$ cat src/rtl/gpio_eint_pkg.sv
package gpio_eint_pkg;
    localparam int DATA_W  = 32;
    localparam int FIELD_W = 4;

    typedef enum logic [FIELD_W-1:0] {
        TRIG_RISE = 4'd0,
        TRIG_FALL = 4'd1,
        TRIG_HIGH = 4'd2,
        TRIG_LOW  = 4'd3,
        TRIG_BOTH = 4'd4
    } trig_e;

    localparam logic [2:0] IDX_ENABLE   = 3'd4;
    localparam logic [2:0] IDX_STATUS   = 3'd5;
    localparam logic [2:0] IDX_DEBOUNCE = 3'd6;
endpackage

$ cat src/rtl/gpio_eint_sync.sv
module gpio_eint_sync #(
    parameter int W      = 32,
    parameter int STAGES = 2
) (
    input  logic         clk,
    input  logic         rst_n,
    input  logic [W-1:0] d_i,
    output logic [W-1:0] q_o
);
    logic [W-1:0] stage_q [STAGES];

    always_ff @(posedge clk or negedge rst_n) begin
        if (!rst_n) stage_q[0] <= '0;
        else        stage_q[0] <= d_i;
    end

    for (genvar s = 1; s < STAGES; s++) begin : g_stage
        always_ff @(posedge clk or negedge rst_n) begin
            if (!rst_n) stage_q[s] <= '0;
            else        stage_q[s] <= stage_q[s-1];
        end
    end

    assign q_o = stage_q[STAGES-1];
endmodule

$ cat src/rtl/gpio_eint_trig.sv
module gpio_eint_trig
    import gpio_eint_pkg::*;
(
    input  logic               cur_i,
    input  logic               prev_i,
    input  logic [FIELD_W-1:0] code_i,
    output logic               hit_o
);
    always_comb begin
        unique case (code_i)
            TRIG_RISE: hit_o = cur_i & ~prev_i;
            TRIG_FALL: hit_o = ~cur_i & prev_i;
            TRIG_HIGH: hit_o = cur_i;
            TRIG_LOW:  hit_o = ~cur_i;
            TRIG_BOTH: hit_o = cur_i ^ prev_i;
            default:   hit_o = 1'b0;
        endcase
    end

    always_comb begin
        if (code_i > 4'd4) begin
            AST_UNUSED_CODE_QUIET: assert (!hit_o);
        end
    end
endmodule

$ cat src/rtl/gpio_eint_det.sv
module gpio_eint_det
    import gpio_eint_pkg::*;
#(
    parameter int NPINS       = 32,
    parameter int SYNC_STAGES = 2,
    parameter int ADDR_W      = 3
) (
    input  logic              clk,
    input  logic              rst_n,
    input  logic [NPINS-1:0]  pin_i,
    input  logic              wr_en_i,
    input  logic [ADDR_W-1:0] addr_i,
    input  logic [DATA_W-1:0] wdata_i,
    output logic [DATA_W-1:0] rdata_o,
    output logic              irq_o
);
    localparam int CFG_BITS  = NPINS * FIELD_W;
    localparam int CFG_WORDS = CFG_BITS / DATA_W;

    typedef struct packed {
        logic [CFG_BITS-1:0] cfg;
        logic [NPINS-1:0]    en;
        logic [NPINS-1:0]    pend;
        logic [DATA_W-1:0]   deb;
        logic [NPINS-1:0]    prev;
        logic                irq;
    } state_t;

    state_t            st_d, st_q;
    logic [NPINS-1:0]  pin_s;
    logic [NPINS-1:0]  ev;
    logic [NPINS-1:0]  clr;
    logic              wr_status;

    gpio_eint_sync #(.W(NPINS), .STAGES(SYNC_STAGES)) u_sync (
        .clk   (clk),
        .rst_n (rst_n),
        .d_i   (pin_i),
        .q_o   (pin_s)
    );

    for (genvar i = 0; i < NPINS; i++) begin : g_pin
        gpio_eint_trig u_trig (
            .cur_i  (pin_s[i]),
            .prev_i (st_q.prev[i]),
            .code_i (st_q.cfg[i*FIELD_W +: FIELD_W]),
            .hit_o  (ev[i])
        );
    end

    assign wr_status = wr_en_i && (addr_i == IDX_STATUS);

    always_comb begin
        st_d      = st_q;
        st_d.prev = pin_s;
        clr       = wr_status ? wdata_i[NPINS-1:0] : '0;
        for (int w = 0; w < CFG_WORDS; w++) begin
            if (wr_en_i && addr_i == ADDR_W'(w))
                st_d.cfg[w*DATA_W +: DATA_W] = wdata_i;
        end
        if (wr_en_i && addr_i == IDX_ENABLE)   st_d.en  = wdata_i[NPINS-1:0];
        if (wr_en_i && addr_i == IDX_DEBOUNCE) st_d.deb = wdata_i;
        st_d.pend = (st_q.pend & ~clr) | ev;
        st_d.irq  = |(st_q.pend & st_q.en);
    end

    always_ff @(posedge clk or negedge rst_n) begin
        if (!rst_n) st_q <= '0;
        else        st_q <= st_d;
    end

    always_comb begin
        rdata_o = '0;
        for (int w = 0; w < CFG_WORDS; w++) begin
            if (addr_i == ADDR_W'(w)) rdata_o = st_q.cfg[w*DATA_W +: DATA_W];
        end
        if (addr_i == IDX_ENABLE)   rdata_o = DATA_W'(st_q.en);
        if (addr_i == IDX_STATUS)   rdata_o = DATA_W'(st_q.pend);
        if (addr_i == IDX_DEBOUNCE) rdata_o = st_q.deb;
    end

    assign irq_o = st_q.irq;

    AST_W1C_CLEARS: assert property (@(posedge clk) disable iff (!rst_n)
        wr_status |=> ((st_q.pend & $past(wdata_i[NPINS-1:0] & ~ev)) == '0));
    AST_EVENT_WINS: assert property (@(posedge clk) disable iff (!rst_n)
        (ev != '0) |=> ((st_q.pend & $past(ev)) == $past(ev)));
    AST_PEND_STICKY: assert property (@(posedge clk) disable iff (!rst_n)
        !wr_status |=> ((~st_q.pend & $past(st_q.pend)) == '0));
    AST_IRQ_CAUSE: assert property (@(posedge clk) disable iff (!rst_n)
        $rose(irq_o) |-> $past((st_q.pend & st_q.en) != '0));
    AST_IRQ_QUIET: assert property (@(posedge clk) disable iff (!rst_n)
        ((st_q.pend & st_q.en) == '0) |=> !irq_o);
endmodule

$ cat config.mk
export PLATFORM = sky130hd
export DESIGN_NAME = gpio_eint_det
export DESIGN_NICKNAME = d
export VERILOG_FILES = /design/src/rtl/gpio_eint_pkg.sv /design/src/rtl/gpio_eint_sync.sv /design/src/rtl/gpio_eint_trig.sv /design/src/rtl/gpio_eint_det.sv
export SDC_FILE = /design/constraint.sdc
export NUM_CORES = 1
export LEC_CHECK = 0
export BUFFER_PORTS_ARGS = -buffer_cell sky130_fd_sc_hd__buf_2
export CORE_ASPECT_RATIO = 0.7
export CORE_MARGIN = 4
export CORE_UTILIZATION = 40
export DETAILED_ROUTE_END_ITERATION = 8
export PLACE_DENSITY = 0.6
export SLEW_MARGIN = 40
export SYNTH_ARGS = -nofsm -noshare
export SYNTH_HDL_FRONTEND = slang
export SYNTH_SLANG_ARGS = --single-unit
$ cat constraint.sdc
create_clock -name clk -period 2.3 [get_ports clk]
set_input_delay 0.46 -clock clk [delete_from_list [all_inputs] [get_ports clk]]
set_output_delay 0.46 -clock clk [all_outputs]
set_load 0.005 [all_outputs]
* After elaboration in Yosys (flattened, before gate mapping)
Cells that the tools add are included.
W data, S select, Z words.
** Operators by class
- Equal/unequal tests :: 134
- Multiplexer cells :: 40
- Bitwise logic cells :: 164
- Reductions and logical operators :: 41
** Operator list (number)
- $eq A4 B2 Y1 const B :: 64
- $mux W32 :: 8
- $pmux W1 S5 :: 32
- $eq A4 B1 Y1 const B :: 32
- $eq A4 B3 Y1 const B :: 32
- $logic_not A4 Y1 :: 32
- $and A1 B1 Y1 :: 64
- $and A32 B32 Y32 :: 2
- $not A1 Y1 :: 64
- $not A32 Y32 :: 1
- $or A32 B32 Y32 :: 1
- $reduce_or A32 Y1 :: 1
- $xor A1 B1 Y1 :: 32
- $eq A3 B3 Y1 const B :: 3
- $logic_and A1 B1 Y1 :: 7
- $eq A3 B2 Y1 const B :: 2
- $eq A3 B1 Y1 const B :: 1
- $logic_not A3 Y1 :: 1
** Word-level totals
- Flip-flop bits (word level) :: 321
- Input bits :: 70
- Output and inout bits :: 33
- Logic and storage cells :: 390

* Longest topological paths before layout
- Depth in word-level cells :: 8
- Depth in mapped cells :: 7

* Modules after synthesis
From an unflattened synthesis, not the netlist that was laid out.
** Unflattened totals
- Cell total of the unflattened synthesis :: 1370
- Area total of the unflattened synthesis :: 16009.1 µm²
** By module, submodules not included
- gpio_eint_det :: instances 1, cells each 858, area an instance 11164.5 µm², seq. area each 6431.2 µm²
- gpio_eint_trig :: instances 32, cells each 13, area an instance 93.8 µm², seq. area each 0.0 µm²
- gpio_eint_sync :: instances 1, cells each 96, area an instance 1841.8 µm², seq. area each 1601.5 µm²

* Worst setup path after synthesis
No wires, ideal clock.
- Path kind :: input -> output
- Start point :: input port addr_i[0]
- End point :: output port rdata_o[20]
- Data arrival time :: 1452 ps
- Required time :: 1840 ps
- Slack :: 388 ps
- Cell stages on the path :: 7
- Path buffers :: 3
- Cells stage by stage :: buf_4 > nand2b_1 > buf_2 > buf_2 > nand2_1 > o221ai_1 > a21oi_1
** On the way
- Longest elaborated chain between the ends :: 8
- Elaborated cells between the ends (all ways) :: 14
- Classes of those cells :: eq/ne (6); mux (7); reduce/logical (1)
** Ends and longest elaborated chain
- start: declaration :: line gpio_eint_det.sv:12 : input logic [ADDR_W-1:0] addr_i,
- $logic_not A3 Y1 :: line gpio_eint_det.sv:75 : if (addr_i == ADDR_W'(w)) rdata_o = st_q.cfg[w*DATA_W +: DATA_W];
- $mux W32 (4 in a row) :: line gpio_eint_det.sv:75
- $mux W32 :: line gpio_eint_det.sv:77 : if (addr_i == IDX_ENABLE) rdata_o = DATA_W'(st_q.en);
- $mux W32 :: line gpio_eint_det.sv:78 : if (addr_i == IDX_STATUS) rdata_o = DATA_W'(st_q.pend);
- $mux W32 (*) :: line gpio_eint_det.sv:79 : if (addr_i == IDX_DEBOUNCE) rdata_o = st_q.deb;
- end: declaration :: line gpio_eint_det.sv:14 : output logic [DATA_W-1:0] rdata_o,
Every way passes the cells marked *; elsewhere a longest branch is shown, timed or not.

* Worst setup path in the final report
- Start point :: input port addr_i[2]
- End point :: output port rdata_o[29]
Same word-level chain as after synthesis.

==> results.py <==
metrics = {
    "hold_path": {
        "worstHoldStart": "pin_i[7]",
        "worstHoldPathCells": 1,
        "worst_hold_path_type": "in2reg",
        "hold-path-endpoint": "u_sync.stage_q[39]",
    },
    "worst_setup_path": {
        "critPathMaxStageDelay_ns": 0.26,
        "critPathRequiredTime_ns": 1.84,
        "r2r_slack_ns": 0.61,
        "end_kind": "output port",
        "rr_startpoint": "st_q[84]",
        "path_cells": "buf_2 -> nor2b_2 -> nand2_1 -> buf_4 -> o22ai_1 -> a211oi_2 -> buf_4 -> buf_2",
        "start_kind": "primary input",
        "crit_slowest_cell": "a211oi_2",
        "crit_type": "in2out",
        "reg2reg_to": "irq_o",
        "worstPathArrival_ns": 1.80,
        "r2r_cells": 3,
        "cp_max_fo": 10,
    },
    "timing": {
        "setup_slack_ns": 0.0409,
        "setup_violations": 0,
        "fin_crit_sh": 0.982,
        "skew_ns": 0.0138,
        "finalCriticalPeriod_ns": 2.26,
        "drv_slew": 0,
        "rsz0062_at_grt": "yes",
        "slew_headroom": 0.589,
        "worst_hold_slack_ns": 0.0251,
        "setup_tns_ns": 0,
        "tightest_slew_ns": 0.601,
        "max_freq_mhz": 443,
        "hold_violations": 0,
    },
    "detailed_routing": {
        "dr.pass1.iters": 5,
        "wirelength_um": 43400,
        "drtAntennaViolNets": 0,
        "num_vias": 10800,
        "drt_iter0_drc": 886,
        "drcViolationCount": 0,
        "vias_per_cell": 5.65,
        "post_drt_wl_per_cell_um": 22.7,
    },
    "global_route": {
        "grt_overflow_total": 0,
        "grt_max_degree": 75,
        "first_global_vias": 10700,
        "antenna_found_initial": 0,
        "grt_use_total": 0.211,
        "grt_pass1_wl_um": 66400,
    },
    "place": {
        "portBuffers": 102,
        "gp_congestion": 0.875,
        "dpl_worst_slack_ns": -0.139,
        "placed_cells": 1835,
        "place_hpwl_um": 30900,
        "placed_area_um2": 16800,
    },
    "final_layout": {
        "layout.cells.non_filler": 1912,
        "nNetsFinal": 1533,
        "fin_area_um2": 18300,
        "final_core_util": 0.490,
        "area_growth_pct": 20.4,
        "drive_gt1_frac": 0.334,
        "diodes": 0,
    },
    "power": {
        "vdd_drop_max_mv": 0.479,
        "p_leak_nw": 7.94,
        "cellPowerDensity_nw_per_um2": 896,
        "finalPower_mw": 16.4,
    },
    "clock_tree": {
        "cts.sinks": 321,
        "cts_buffers": 34,
        "path_clk_slew_ns": 0.06,
        "cts_max_path_buffers": 3,
        "htreeDepth": 2,
        "clkLatencyLatePin_ns": 0.54,
        "cts_root_buffer": "clkbuf_16",
        "cts_tree": "yes",
    },
    "floorplanning": {
        "ioPinCount": 103,
        "core_area_um2": 37300,
        "die_y_um": 171,
        "die_area_um2": 41200,
        "die_x_um": 241,
        "start_util": 0.407,
        "num_rows": 59,
    },
    "synth": {
        "yosys_warnings": 0,
        "synth_cell_type_count": 39,
        "synth_cells": 1231,
        "syn-mean-instance-area_um2": 12.3,
        "syn-cell-area_um2": 15200,
        "ys_seq_area_frac": 0.529,
        "postSynthNetCount": 1365,
        "ys_ff_latch": 321,
    },
    "job": {
        "cap_violations": 0,
    },
    "status": {
        "status": "finished, final reports clean",
    },
}
-- Yosys cell counts (all sizes together) --
cell type,instances,share of area
a2111oi,32,0.018
a211o,26,0.015
a211oi,49,0.024
a21oi,10,0.0033
a221o,6,0.0040
a22oi,16,0.0079
a311oi,1,0.00058
and2,2,0.00082
buf,40,0.015
clkbuf,16,0.0040
dfrtp,321,0.53
ha,64,0.053
inv,89,0.022
mux2,228,0.17
mux2i,8,0.0053
mux4,1,0.0015
nand2,43,0.011
nand2b,27,0.011
nand3,2,0.00066
nand3b,1,0.0013
nand4,4,0.0016
nor2,38,0.0099
nor2b,29,0.012
nor4,31,0.013
nor4b,1,0.00058
o21ai,50,0.016
o221ai,6,0.0035
o22a,24,0.014
o22ai,31,0.013
or2,1,0.00041
or3b,1,0.00058
or4,1,0.00049
xnor2,25,0.014
xor2,7,0.0040
-- critical path: cells and delay by family --
kind,cells,cell delay (ns)
AND/OR/NAND/NOR,2,0.32
AO/OA/AOI/OAI,2,0.39
buffers and inverters,4,0.63
-- timing repair --
item | CTS | global route
hold buffers | 1 | 0
gates resized for setup | 22 | 43
endpoints found under the hold margin | 38 | 0
cloned | 0 | 1
setup endpoints to repair | 22 | 25
pin swaps | 4 | 13
buffers inserted | 11 | 5
-- registers in the layout, indices dropped and copies added, names as in the netlist --
| signal | cells |
|---|---|
| u_sync.stage_q | 32 |
| irq_o | 1 |
| u_sync.q_o | 32 |
| st_q | 256 |
-- layout make-up --
cell class,count,area [um2]
Tap cell,488,611
Sequential cell,321,8050
Clock inverter,10,134
Multi-Input combinational cell,765,6690
Inverter,89,334
Timing Repair Buffer,188,1390
Fill cell,3289,19000
Clock buffer,51,1060
-- metal layers --
layer  GRT usage  vias to the layer above  wire length, um
met3      0.0477                       72             3160
li1            -                     4850                -
met2       0.299                      346            18300
met1       0.325                     5529            21000
met4      0.0573                        0             1010
met5           0                        -                0
-- cells in the final DEF, fill, tap and decap left out, types with 8 or more instances in the layout --
cell       synthesis  layout
dfrtp_1          321     306
a211oi_2           0      15
o22ai_1           31      31
buf_4              9      68
mux2_2           182     177
mux2_1            46      46
ha_1              64      64
nor4_1            31      31
clkbuf_16          0      38
xnor2_1           25      25
a2111oi_0         32      32
a22oi_1           16      16
clkbuf_8           0       8
nor2b_1           29      28
a211o_1           26      26
buf_12             0      15
inv_1             89      88
mux2i_1            8       8
nor2_1            35      32
o21ai_0           50      42
buf_2             29      99
nand2_1           43      42
a211oi_1          49      34
nand2b_1          27      26
o22a_1            24      24
dfrtp_2            0      15
-- cell families (layout without fill, tap and decap cells) --
kind of cell | count (synthesis) | after routing | synth area share
AND/OR/NAND/NOR | 181 | 181 | 0.0629
flip-flops | 321 | 321 | 0.529
adder cells (fa/ha/maj) | 64 | 64 | 0.0528
multiplexers | 237 | 237 | 0.176
buffers and inverters | 145 | 338 | 0.0406
AO/OA/AOI/OAI | 251 | 251 | 0.120
XOR/XNOR | 32 | 32 | 0.0185
-- power breakdown --
| part | internal (mW) | switching, mW | total (mW) |
|---|---|---|---|
| Combinational | 1.59 | 1.30 | 2.88 |
| Clock | 3.53 | 2.33 | 5.86 |
| Sequential | 6.58 | 1.05 | 7.63 |
| Total | 11.7 | 4.68 | 16.4 |
-- worst max-delay path by stage --
| stage | from | end | slack (ns) | depth (start not counted) |
|---|---|---|---|---|
| floorplan | addr_i[0] | rdata_o[20] | 0.39 | 7 |
| global placement | addr_i[0] | rdata_o[6] | -0.12 | 7 |
| detailed placement | addr_i[0] | rdata_o[6] | -0.14 | 7 |
| CTS | st_q[157] | rdata_o[28] | 0.005 | 6 |
| global route | st_q[229] | rdata_o[4] | -0.06 | 5 |
| finish | addr_i[2] | rdata_o[29] | 0.04 | 8 |
Power figures use the tool's default switching activity.
